$ cat src/rtl/ctl_xfer_pkg.sv
package ctl_xfer_pkg;

    localparam logic [6:0] OPC_JUMP   = 7'b1101111;
    localparam logic [6:0] OPC_BRANCH = 7'b1100011;
    localparam logic [6:0] OPC_INDJMP = 7'b1100111;

    typedef enum logic [2:0] {
        CND_EQ  = 3'b000,
        CND_NE  = 3'b001,
        CND_LT  = 3'b100,
        CND_GE  = 3'b101,
        CND_LTU = 3'b110,
        CND_GEU = 3'b111
    } cond_code_e;

    typedef enum logic [1:0] {
        XK_NONE   = 2'd0,
        XK_JUMP   = 2'd1,
        XK_BRANCH = 2'd2,
        XK_INDJMP = 2'd3
    } xfer_kind_e;

endpackage

$ cat src/rtl/cx_decode.sv
module cx_decode
    import ctl_xfer_pkg::*;
#(
    parameter bit HAS_JALR = 1'b1
) (
    input  logic [31:0] instr,
    output xfer_kind_e  kind,
    output logic [4:0]  dest
);
    logic [6:0] opc;
    logic [2:0] f3;
    logic       br_code_ok;
    logic       ind_ok;

    assign opc  = instr[6:0];
    assign f3   = instr[14:12];
    assign dest = instr[11:7];

    // funct3 010 and 011 name no branch condition
    assign br_code_ok = (f3 != 3'b010) && (f3 != 3'b011);

    generate
        if (HAS_JALR) begin : g_ind
            assign ind_ok = (opc == OPC_INDJMP) && (f3 == 3'b000);
        end else begin : g_no_ind
            assign ind_ok = 1'b0;
        end
    endgenerate

    always_comb begin
        kind = XK_NONE;
        if (opc == OPC_JUMP) begin
            kind = XK_JUMP;
        end else if ((opc == OPC_BRANCH) && br_code_ok) begin
            kind = XK_BRANCH;
        end else if (ind_ok) begin
            kind = XK_INDJMP;
        end
    end
endmodule

$ cat src/rtl/cx_imm_unpack.sv
module cx_imm_unpack #(
    parameter int XLEN = 32
) (
    input  logic [31:0]     instr,
    output logic [XLEN-1:0] j_off,
    output logic [XLEN-1:0] b_off,
    output logic [XLEN-1:0] i_off
);
    localparam int J_W = 21;
    localparam int B_W = 13;
    localparam int I_W = 12;

    logic [J_W-1:0] j_raw;
    logic [B_W-1:0] b_raw;
    logic [I_W-1:0] i_raw;

    assign j_raw = {instr[31], instr[19:12], instr[20], instr[30:21], 1'b0};
    assign b_raw = {instr[31], instr[7], instr[30:25], instr[11:8], 1'b0};
    assign i_raw = instr[31:20];

    assign j_off = {{(XLEN-J_W){j_raw[J_W-1]}}, j_raw};
    assign b_off = {{(XLEN-B_W){b_raw[B_W-1]}}, b_raw};
    assign i_off = {{(XLEN-I_W){i_raw[I_W-1]}}, i_raw};
endmodule

$ cat src/rtl/cx_cond_eval.sv
module cx_cond_eval
    import ctl_xfer_pkg::*;
#(
    parameter int XLEN = 32
) (
    input  logic [2:0]      code,
    input  logic [XLEN-1:0] lhs,
    input  logic [XLEN-1:0] rhs,
    output logic            hit
);
    logic eq;
    logic lt_s;
    logic lt_u;

    assign eq   = (lhs == rhs);
    assign lt_s = ($signed(lhs) < $signed(rhs));
    assign lt_u = (lhs < rhs);

    always_comb begin
        unique case (code)
            CND_EQ:  hit = eq;
            CND_NE:  hit = !eq;
            CND_LT:  hit = lt_s;
            CND_GE:  hit = !lt_s;
            CND_LTU: hit = lt_u;
            CND_GEU: hit = !lt_u;
            default: hit = 1'b0;
        endcase
    end
endmodule

$ cat src/rtl/ctl_xfer_unit.sv
module ctl_xfer_unit
    import ctl_xfer_pkg::*;
#(
    parameter int XLEN      = 32,
    parameter bit HAS_JALR  = 1'b1,
    parameter int STEP_BYTES = 4
) (
    input  logic            clk,
    input  logic            rst_n,
    input  logic            in_valid,
    input  logic [31:0]     instr,
    input  logic [XLEN-1:0] pc,
    input  logic [XLEN-1:0] src_a,
    input  logic [XLEN-1:0] src_b,
    input  logic            c_impl,
    input  logic            c_en,
    input  logic            subset_impl,
    output logic            o_valid,
    output logic            o_redirect,
    output logic [XLEN-1:0] o_next_pc,
    output logic            o_link_we,
    output logic [4:0]      o_link_rd,
    output logic [XLEN-1:0] o_link_val,
    output logic            o_misalign,
    output logic [XLEN-1:0] o_bad_addr
);
    localparam logic [XLEN-1:0] STEP   = XLEN'(STEP_BYTES);
    localparam logic [XLEN-1:0] LSB_CLR = ~XLEN'(1);

    typedef struct packed {
        logic            vld;
        logic            redir;
        logic [XLEN-1:0] npc;
        logic            lwe;
        logic [4:0]      lrd;
        logic [XLEN-1:0] lval;
        logic            mis;
        logic [XLEN-1:0] bad;
    } res_t;

    xfer_kind_e      kind;
    logic [4:0]      dest;
    logic [XLEN-1:0] j_off;
    logic [XLEN-1:0] b_off;
    logic [XLEN-1:0] i_off;
    logic            cond_hit;

    res_t            res_d;
    res_t            res_q;

    cx_decode #(.HAS_JALR(HAS_JALR)) u_dec (
        .instr (instr),
        .kind  (kind),
        .dest  (dest)
    );

    cx_imm_unpack #(.XLEN(XLEN)) u_imm (
        .instr (instr),
        .j_off (j_off),
        .b_off (b_off),
        .i_off (i_off)
    );

    cx_cond_eval #(.XLEN(XLEN)) u_cmp (
        .code (instr[14:12]),
        .lhs  (src_a),
        .rhs  (src_b),
        .hit  (cond_hit)
    );

    always_comb begin
        logic            rvc_on;
        logic            take;
        logic            fault;
        logic            is_jump;
        logic [XLEN-1:0] seq_pc;
        logic [XLEN-1:0] tgt;

        rvc_on  = (c_impl && c_en) || (subset_impl && !c_impl);
        seq_pc  = pc + STEP;
        is_jump = (kind == XK_JUMP) || (kind == XK_INDJMP);

        unique case (kind)
            XK_JUMP: begin
                take = 1'b1;
                tgt  = pc + j_off;
            end
            XK_BRANCH: begin
                take = cond_hit;
                tgt  = pc + b_off;
            end
            XK_INDJMP: begin
                take = 1'b1;
                tgt  = (src_a + i_off) & LSB_CLR;
            end
            default: begin
                take = 1'b0;
                tgt  = seq_pc;
            end
        endcase

        fault = take && tgt[1] && !rvc_on;

        res_d = '0;
        if (in_valid) begin
            res_d.vld   = 1'b1;
            res_d.redir = take && !fault;
            res_d.mis   = fault;
            res_d.bad   = fault ? tgt : '0;
            if (fault) begin
                res_d.npc = pc;
            end else if (take) begin
                res_d.npc = tgt;
            end else begin
                res_d.npc = seq_pc;
            end
            res_d.lwe  = is_jump && !fault && (dest != 5'd0);
            res_d.lrd  = res_d.lwe ? dest : 5'd0;
            res_d.lval = res_d.lwe ? seq_pc : '0;
        end
    end

    always_ff @(posedge clk) begin
        if (!rst_n) begin
            res_q <= '0;
        end else begin
            res_q <= res_d;
        end
    end

    assign o_valid    = res_q.vld;
    assign o_redirect = res_q.redir;
    assign o_next_pc  = res_q.npc;
    assign o_link_we  = res_q.lwe;
    assign o_link_rd  = res_q.lrd;
    assign o_link_val = res_q.lval;
    assign o_misalign = res_q.mis;
    assign o_bad_addr = res_q.bad;
endmodule

$ cat config.mk
export PLATFORM = sky130hd
export DESIGN_NAME = ctl_xfer_unit
export DESIGN_NICKNAME = d
export VERILOG_FILES = /design/src/rtl/ctl_xfer_pkg.sv /design/src/rtl/cx_decode.sv /design/src/rtl/cx_imm_unpack.sv /design/src/rtl/cx_cond_eval.sv /design/src/rtl/ctl_xfer_unit.sv
export SDC_FILE = /design/constraint.sdc
export NUM_CORES = 1
export LEC_CHECK = 0
export BUFFER_PORTS_ARGS = -buffer_cell sky130_fd_sc_hd__buf_2
export CORE_ASPECT_RATIO = 1.4
export CORE_UTILIZATION = 45
export DETAILED_ROUTE_END_ITERATION = 16
export PLACE_DENSITY = 0.76
export SLEW_MARGIN = 30
export SYNTH_ARGS = -nofsm -noshare
export SYNTH_HDL_FRONTEND = slang
export SYNTH_SLANG_ARGS = --single-unit
$ cat constraint.sdc
create_clock -name clk -period 11.8 [get_ports clk]
set_input_delay 2.36 -clock clk [delete_from_list [all_inputs] [get_ports clk]]
set_output_delay 2.36 -clock clk [all_outputs]
set_load 0.02 [all_outputs]
# ---- Yosys cells after proc, flatten, opt, wreduce, memory -nomap -nowiden
# Index checks and enable logic that the tools add are counted.
dict set report totals {
  ff_bits 105
  latchBits 0
  ramBits 0
  mem_bits_ro 0
  inputBits 134
  elab_cells 64
  mem_count 0
}
dict set report op_classes {
  add_sub_neg 4
  mul 0
  div_mod_pow 0
  order_cmp 2
  n_eq_ne 14
  n_shift 0
  n_mux 12
  bitwise 0
  n_reduce_logical 24
}
# op n
set op_table {}
lappend op_table {{$mux 32} 4}
lappend op_table {{$mux 105} 1}
lappend op_table {{$add 32x32->32} 3}
lappend op_table {{$pmux 32 s3} 1}
lappend op_table {{$lt 32x32->1} 2}
lappend op_table {{$add 32x3->32 const B} 1}
lappend op_table {{$eq 32x32->1} 1}
lappend op_table {{$eq 7x7->1 const B} 3}
lappend op_table {{$eq 3x3->1 const B} 4}
lappend op_table {{$logic_and 1x1->1} 10}
lappend op_table {{$logic_not 1->1} 6}
lappend op_table {{$mux 2} 3}
lappend op_table {{$ne 3x2->1 const B} 2}
lappend op_table {{$pmux 1 s6} 1}
lappend op_table {{$reduce_and 3->1} 2}
lappend op_table {{$mux 5} 1}
lappend op_table {{$reduce_bool 5->1} 1}
lappend op_table {{$eq 2x2->1 const B} 2}
lappend op_table {{$eq 3x1->1 const B} 1}
lappend op_table {{$logic_not 3->1} 1}
lappend op_table {{$eq 2x1->1 const B} 1}
lappend op_table {{$logic_or 1x1->1} 2}
lappend op_table {{$pmux 1 s2} 1}
lappend op_table {{$reduce_and 2->1} 1}
lappend op_table {{$reduce_or 2->1} 1}

# ---- Depth between registers and ports, before layout
# Gate-level depths: netlist (run 1).
dict set report depth {
  depth_word 15
  ltp_mapped 20
  ltp_nobuf 18
}

# ---- Cells and area by module
# Synthesis (run 1) repeated with hierarchy kept, for this count alone.
dict set report unflattened {
  hier_cells 1235
  hier_area_um2 9805.7
}
# module instances cells_per_inst area_per_inst_um2 seq_area_each_um2
set modules_own_cells {}
lappend modules_own_cells {ctl_xfer_unit 1 1006 8084.0 2102.0}
lappend modules_own_cells {cx_cond_eval 1 119 905.9 0.0}
lappend modules_own_cells {cx_imm_unpack 1 97 724.4 0.0}
lappend modules_own_cells {cx_decode 1 13 91.3 0.0}

# ---- Worst setup path before layout (run 1)
# OpenSTA, ideal clock, no wires.
dict set report synth_path {
  kind {in2reg}
  start {input instr[14]}
  end {register res_q, in the netlist o_next_pc[19]}
  setup_ns 0.117
  arrival_ns 6.118
  required_ns 11.683
  setup_slack_ns 5.564
  cell_stages 17
  path_buffers 2
  cell_sequence {inv_1 a31o_2 and3_1 inv_1 ha_1 clkbuf_1 clkbuf_1 mux2_2 ha_1 o2111ai_1 a2111oi_4 o41ai_4 o21ai_2 a2111oi_0 a2111o_1 a31o_1 a32o_1}
}
dict set report synth_via {
  elab_chain_len 11
  elab_cells_between_ends 26
}
# element line
set synth_lines {}
lappend synth_lines {{start, declared} ctl_xfer_unit.sv:11} ;# input logic [31:0] instr,
lappend synth_lines {{parallel branches: the longest is 10 deep, another holds $add 32x32->32} --}
lappend synth_lines {{$mux 32 *} ctl_xfer_unit.sv:110} ;# if (fault) begin
lappend synth_lines {{end signal, assigned} ctl_xfer_unit.sv:127} ;# res_q <= res_d;
lappend synth_lines {{end, declared} ctl_xfer_unit.sv:49} ;# res_t res_q;
# Mark *: on every way between the ends.
# A chain may end at the register's enable or synchronous reset.

# ---- Worst setup path after layout (run 1)
dict set report layout_path {
  start {input instr[14]}
  end {register res_q, in the netlist o_next_pc[27]}
}
# The elaborated chain is that of the path after synthesis.

==> results of run 1 <==
## sequential cells by signal, summed over array words and instances (netlist names)
| signal | count |
|---|---|
| o_link_val | 32 |
| o_valid | 1 |
| o_bad_addr | 32 |
| o_misalign | 1 |
| o_redirect | 1 |
| o_link_we | 1 |
| o_next_pc | 32 |
| o_link_rd | 5 |
## layout by cell type (no fill, tap or decap), types with 21 or more instances in the layout
master   count
inv_1       63
nand4_1     23
nand3_1     37
dfxtp_1    105
o21ai_0     46
and2_1      21
xnor2_1     36
xor2_1      37
buf_2      238
nor2_1     110
ha_1       102
nand2_1     90
a21oi_1     82
## stage by stage
| stage | std cells | hold slack (ns) | setup WS, ns | util | total power, mW |
|---|---|---|---|---|---|
| floorplan | 1084 | 2.432 | 5.564 | - | 0.5630 |
| global placement | 1534 | 2.612 | 4.890 | 0.5360 | 0.6495 |
| detailed placement | 1534 | 2.602 | 4.711 | 0.5364 | 0.6529 |
| CTS | 1550 | 2.248 | 5.067 | 0.5515 | 0.9315 |
| global route | 1553 | 2.238 | 4.675 | 0.5519 | 0.9828 |
| finish | 1553 | 2.249 | 5.026 | 0.5519 | 0.9352 |
## power groups by stage
| stage | logic [mW] | clock network (mW) | registers (mW) |
|---|---|---|---|
| 2_1_floorplan | 0.188 | 0 | 0.375 |
| 3_3_place_gp | 0.281 | 0 | 0.369 |
| 3_5_place_dp | 0.284 | 0 | 0.369 |
| 4_1_cts | 0.286 | 0.285 | 0.361 |
| 5_1_grt | 0.320 | 0.302 | 0.361 |
| 6_report | 0.289 | 0.286 | 0.360 |
## critical path, cell delays in order
cell	delay, ns
buf_2	0.09
inv_1	0.07
a31o_2	0.24
and3_1	0.20
inv_1	0.14
ha_1	0.58
mux2_2	0.28
ha_1	0.16
inv_1	0.06
fa_1	0.39
nor2b_1	0.17
o2111ai_1	0.23
a2111oi_4	0.55
o21ai_1	0.24
a21oi_1	0.26
a21oi_1	0.13
and4b_1	0.20
a2111oi_1	0.47
a31oi_1	0.15
## metal layers
metal  share of wire  up-vias
li1                -     4418
met1            0.41     4212
met2            0.49      369
met3           0.065       56
met4           0.028        2
met5         0.00047        -
## path summary, 6_finish.rpt
kind / slack, ns / cells after the start / end / from
max: 5.03 / 19 / o_next_pc[27] / instr[14]
min: 2.25 / 2 / o_link_rd[2] / instr[9]
## cells by family after synthesis
logic type / synth area share
simple gates: 0.2082
xor+xnor: 0.07461
buf+inv: 0.04614
compound gates: 0.2525
flops: 0.2453
mux: 0.01971
fa+ha+maj: 0.1536
## area by class of cell
type,instances,area (µm²),area share
Antenna cell,3,7.507,0.0007313
Clock buffer,11,242.7,0.02364
Clock inverter,5,37.54,0.003656
Inverter,64,240.2,0.02340
Sequential cell,105,2102,0.2048
Tap cell,244,305.3,0.02974
Multi-Input combinational cell,876,6087,0.5929
Timing Repair Buffer,245,1244,0.1211
==> reports/qor.txt, run 1 <==
DP HPWL - 22.63 mm
Clk sinks - 105
Drt first-iter violations - 633
Post-Syn Area - 8569 µm²
Synth top area cells - dfxtp_1 25%, ha_1 15%, a21oi_1 4.8%
Drt wl/cell - 17.74 µm
Post-DP Area - 9978 µm²
Final Hold Viols - 0
Worst-path maximum fanout - 16
Gr ovfl total - 0
Slew Limit Fails - 0
Synthesis-stage register bit count - 105
Initial antenna violation count - 4
Sequential power share - 0.385
Ys async rst share - 0
Worst EP required - 12.01 ns
Clk buf depth - 2
Register area share after synthesis - 0.2453
Switch Pwr - 0.3088 mW
Synth cell types - 79
Maximum vdd ir drop - 66.93 µV
Status - complete, no violations
# resized after CTS - 0
CTS Hold Buffers Added - 0
Fillers - 1827
Worst hold path type - input pin to register
CTS root buf - clkbuf_16
Syn Inst Count - 1084
CTS tree - built
Power share of the combinational group - 0.309
Final WL - 27.55 mm
Tcrit/Tclk final - 0.5741
Number of port buffers - 238
Crit path DAT - 6.98 ns
Clock Pin Slew Worst Setup and Hold Paths - 0.07 ns
Type of the worst setup path - input pin to register
Unrepaired setup endpoints after global routing - no
Pwr dens - 91.09 nW/µm²
Sw Share - 0.3303
Met3 Usage GRT - 0.03400
TNS Setup - 0 ns
Leak Pwr - 4.762 nW
Max_cap viols - 0
Fmax - 0.1476 GHz
Syn. warnings - 0
Via count - 9057
Most frequent cells after synthesis - 110 x nor2_1, 105 x dfxtp_1, 102 x ha_1
Global routing met1 resource utilization - 0.3308
Num CTS Buffers - 9
Syn Nets - 1322
Die area - 19610 µm²
Post-synth EDFFs - 0
Worst-Margin Slew - 1.046 ns
Most used routing layer - met2
Avg Inst Size Synth - 7.905 µm²
Share of total power in the clock network - 0.306
First-pass DRT Iterations - 5
Yosys top cell by area - dfxtp_1
Vias in the first global route - 8481
Site Rows - 59
# nets final - 1539
GR Util All Layers - 0.2756
Die height - 165.3 µm
Gpl congestion - 0.9652
DRC - 0
Starting Density - 0.4607
Largest net degree at the start of global routing - 35
Max-slew headroom - 0.2998
Global-route wire length before repair - 42.81 mm
# Post-CTS Setup Buffers - 0
Core area - 18600 µm²
CP Launch Type - input pin
Die W - 118.6 µm
H-tree levels - 3
Final worst path period need - 6.774 ns
Drt via density - 5.832
Synthesis-to-finish area growth - 19.80%
Final instance area - 10270 µm²
Int Power - 0.6263 mW
Final Setup Violations - 0
Met2 Use GR - 0.4981
Yosys top cell area share - 0.2453
Remaining antenna violation count - 0
CP endpoint kind - register
Share of post-route cells with drive strength above 1 - 0.2205
Top-count cell post-synth - nor2_1
Top FF cell, synth - dfxtp_1
Top-Level Pins - 239
(Power assumes the default switching activity.)
==> run 2: changes to the inputs <==
--- a/config.mk
+++ b/config.mk
@@ -9,7 +9,7 @@
 export CORE_ASPECT_RATIO = 1.4
 export CORE_UTILIZATION = 45
 export DETAILED_ROUTE_END_ITERATION = 16
-export PLACE_DENSITY = 0.76
+export PLACE_DENSITY = 0.79
 export SLEW_MARGIN = 30
 export SYNTH_ARGS = -nofsm -noshare
 export SYNTH_HDL_FRONTEND = slang
==> constraint.sdc (replaced) <==
create_clock -name clk -period 5.5 [get_ports clk]
set_input_delay 1.1 -clock clk [delete_from_list [all_inputs] [get_ports clk]]
set_output_delay 1.1 -clock clk [all_outputs]
set_load 0.02 [all_outputs]
==> run 2 against run 1 <==
Effect of this change: largest cell class unchanged; die area unchanged; sequential power increased by 110%; combinational power increased by 120%; utilization increased by 0.81 points; wire length increased by 2.9%.
==> reports/qor.txt, run 2 (synthesized netlist as in run 1, its figures left out) <==
Status - complete, no violations
Gr ovfl total - 0
Leading cell types in the layout, fill and taps excluded - 238 x buf_2, 110 x nor2_1, 105 x dfxtp_1, 102 x ha_1, 90 x nand2_1
Share of post-route cells with drive strength above 1 - 0.2305
Crit-path cells - buf_2 > inv_1 > a31o_2 > and3_1 > inv_1 > ha_1 > buf_4 > mux2_2 > ha_1 > o2111ai_1 > a2111oi_4 > o41ai_4 > o21ai_2 > a2111oi_0 > a2111o_1 > a31o_1 > a32o_1
Sequential power share - 0.371
# nets final - 1556
Clock Pin Slew Worst Setup and Hold Paths - 0.07 ns
Cells after DPL - 1551
Pwr dens - 200.1 nW/µm²
Via count - 9178
Unrepaired setup endpoints after global routing - no
Num CTS Buffers - 9
Final Util - 0.5600
Max-slew headroom - 0.4233
CTS Hold Buffers Added - 0
H-tree levels - 3
Worst hold slack - 0.9835 ns
Largest net degree at the start of global routing - 32
CTS root buf - clkbuf_16
First-pass DRT Iterations - 5
Die area - 19610 µm²
CP endpoint kind - register
Drt via density - 5.850
Die height - 165.3 µm
CP delay by family, top - compound AO/OA/AOI/OAI gates
Initial antenna violation count - 1
Site Rows - 59
# Post-CTS Setup Buffers - 0
Tcrit/Tclk final - 0.9306
GR Util All Layers - 0.2858
Drt wl/cell - 18.07 µm
Gpl congestion - 0.9604
Final Power - 2.085 mW
Drt first-iter violations - 692
Maximum vdd ir drop - 142.9 µV
Final Hold Viols - 0
Clk sinks - 105
DP HPWL - 23.04 mm
CP max stage delay - 0.56 ns
Slowest-stage cell, CP - a2111oi_4
Number of port buffers - 238
Vias in the first global route - 8604
Top-Level Pins - 239
Worst-path maximum fanout - 13
Share of total power in the clock network - 0.325
Final worst path period need - 5.118 ns
Max_cap viols - 0
Die W - 118.6 µm
Final std cells w/o fill - 1569
Worst-Margin Slew - 0.8604 ns
Starting Density - 0.4607
CTS tree - built
Final Setup Violations - 0
Power share of the combinational group - 0.305
Switch Pwr - 0.6765 mW
DRC - 0
Int Power - 1.408 mW
Remaining antenna violation count - 0
Clk buf depth - 2
Global-route wire length before repair - 44.20 mm
TNS Setup - 0 ns
Worst hold path type - input pin to register
Worst EP required - 5.74 ns
Sw Share - 0.3245
Core area - 18600 µm²
Synthesis-to-finish area growth - 21.57%
Slew Limit Fails - 0
Most common cell after layout, fill and taps aside - buf_2
Buf+Inv Stages, Crit Path - 4
Leak Pwr - 4.856 nW
Fillers - 1809
Fmax - 0.1954 GHz
Type of the worst setup path - input pin to register
# resized after CTS - 0
Final WL - 28.35 mm
Crit path DAT - 5.36 ns
CP Launch Type - input pin
[run 2: layout make-up]
| type | instances | area [µm²] | area share |
|---|---|---|---|
| Antenna cell | 2 | 5.005 | 0.0004804 |
| Clock buffer | 12 | 256.5 | 0.02462 |
| Clock inverter | 4 | 57.56 | 0.005525 |
| Inverter | 64 | 240.2 | 0.02306 |
| Multi-Input combinational cell | 876 | 6080 | 0.5836 |
| Sequential cell | 105 | 2102 | 0.2018 |
| Tap cell | 244 | 305.3 | 0.02931 |
| Timing Repair Buffer | 262 | 1371 | 0.1316 |
[run 2: power groups by stage]
stage / logic [mW] / registers, mW / clock network, mW
2_1_floorplan: 0.404 / 0.804 / 0
3_3_place_gp: 0.617 / 0.791 / 0
3_5_place_dp: 0.621 / 0.791 / 0
4_1_cts: 0.626 / 0.773 / 0.679
5_1_grt: 0.700 / 0.774 / 0.706
6_report: 0.635 / 0.773 / 0.677
[run 2: metal layers]
layer	vias up	track usage	wire (µm)
met5	-	0	0
met4	0	0.1461	1163
met3	75	0.03537	2078
met2	441	0.4949	13610
met1	4205	0.3481	11500
li1	4457	-	-
[run 2: final timing paths]
| check | start | to | cells past startpoint |
|---|---|---|---|
| worst max-delay path | instr[14] | o_next_pc[19] | 17 |
| worst min-delay path | instr[10] | o_link_rd[3] | 2 |
[run 2: metrics by stage]
step	instance area [µm²]	setup slack [ns]
final	10420	0.3815
after global routing	10420	0.08298
after floorplan	8569	0.5244
after CTS	10410	0.4568
after global placement	10100	0.2363
after detailed placement	10100	0.1215
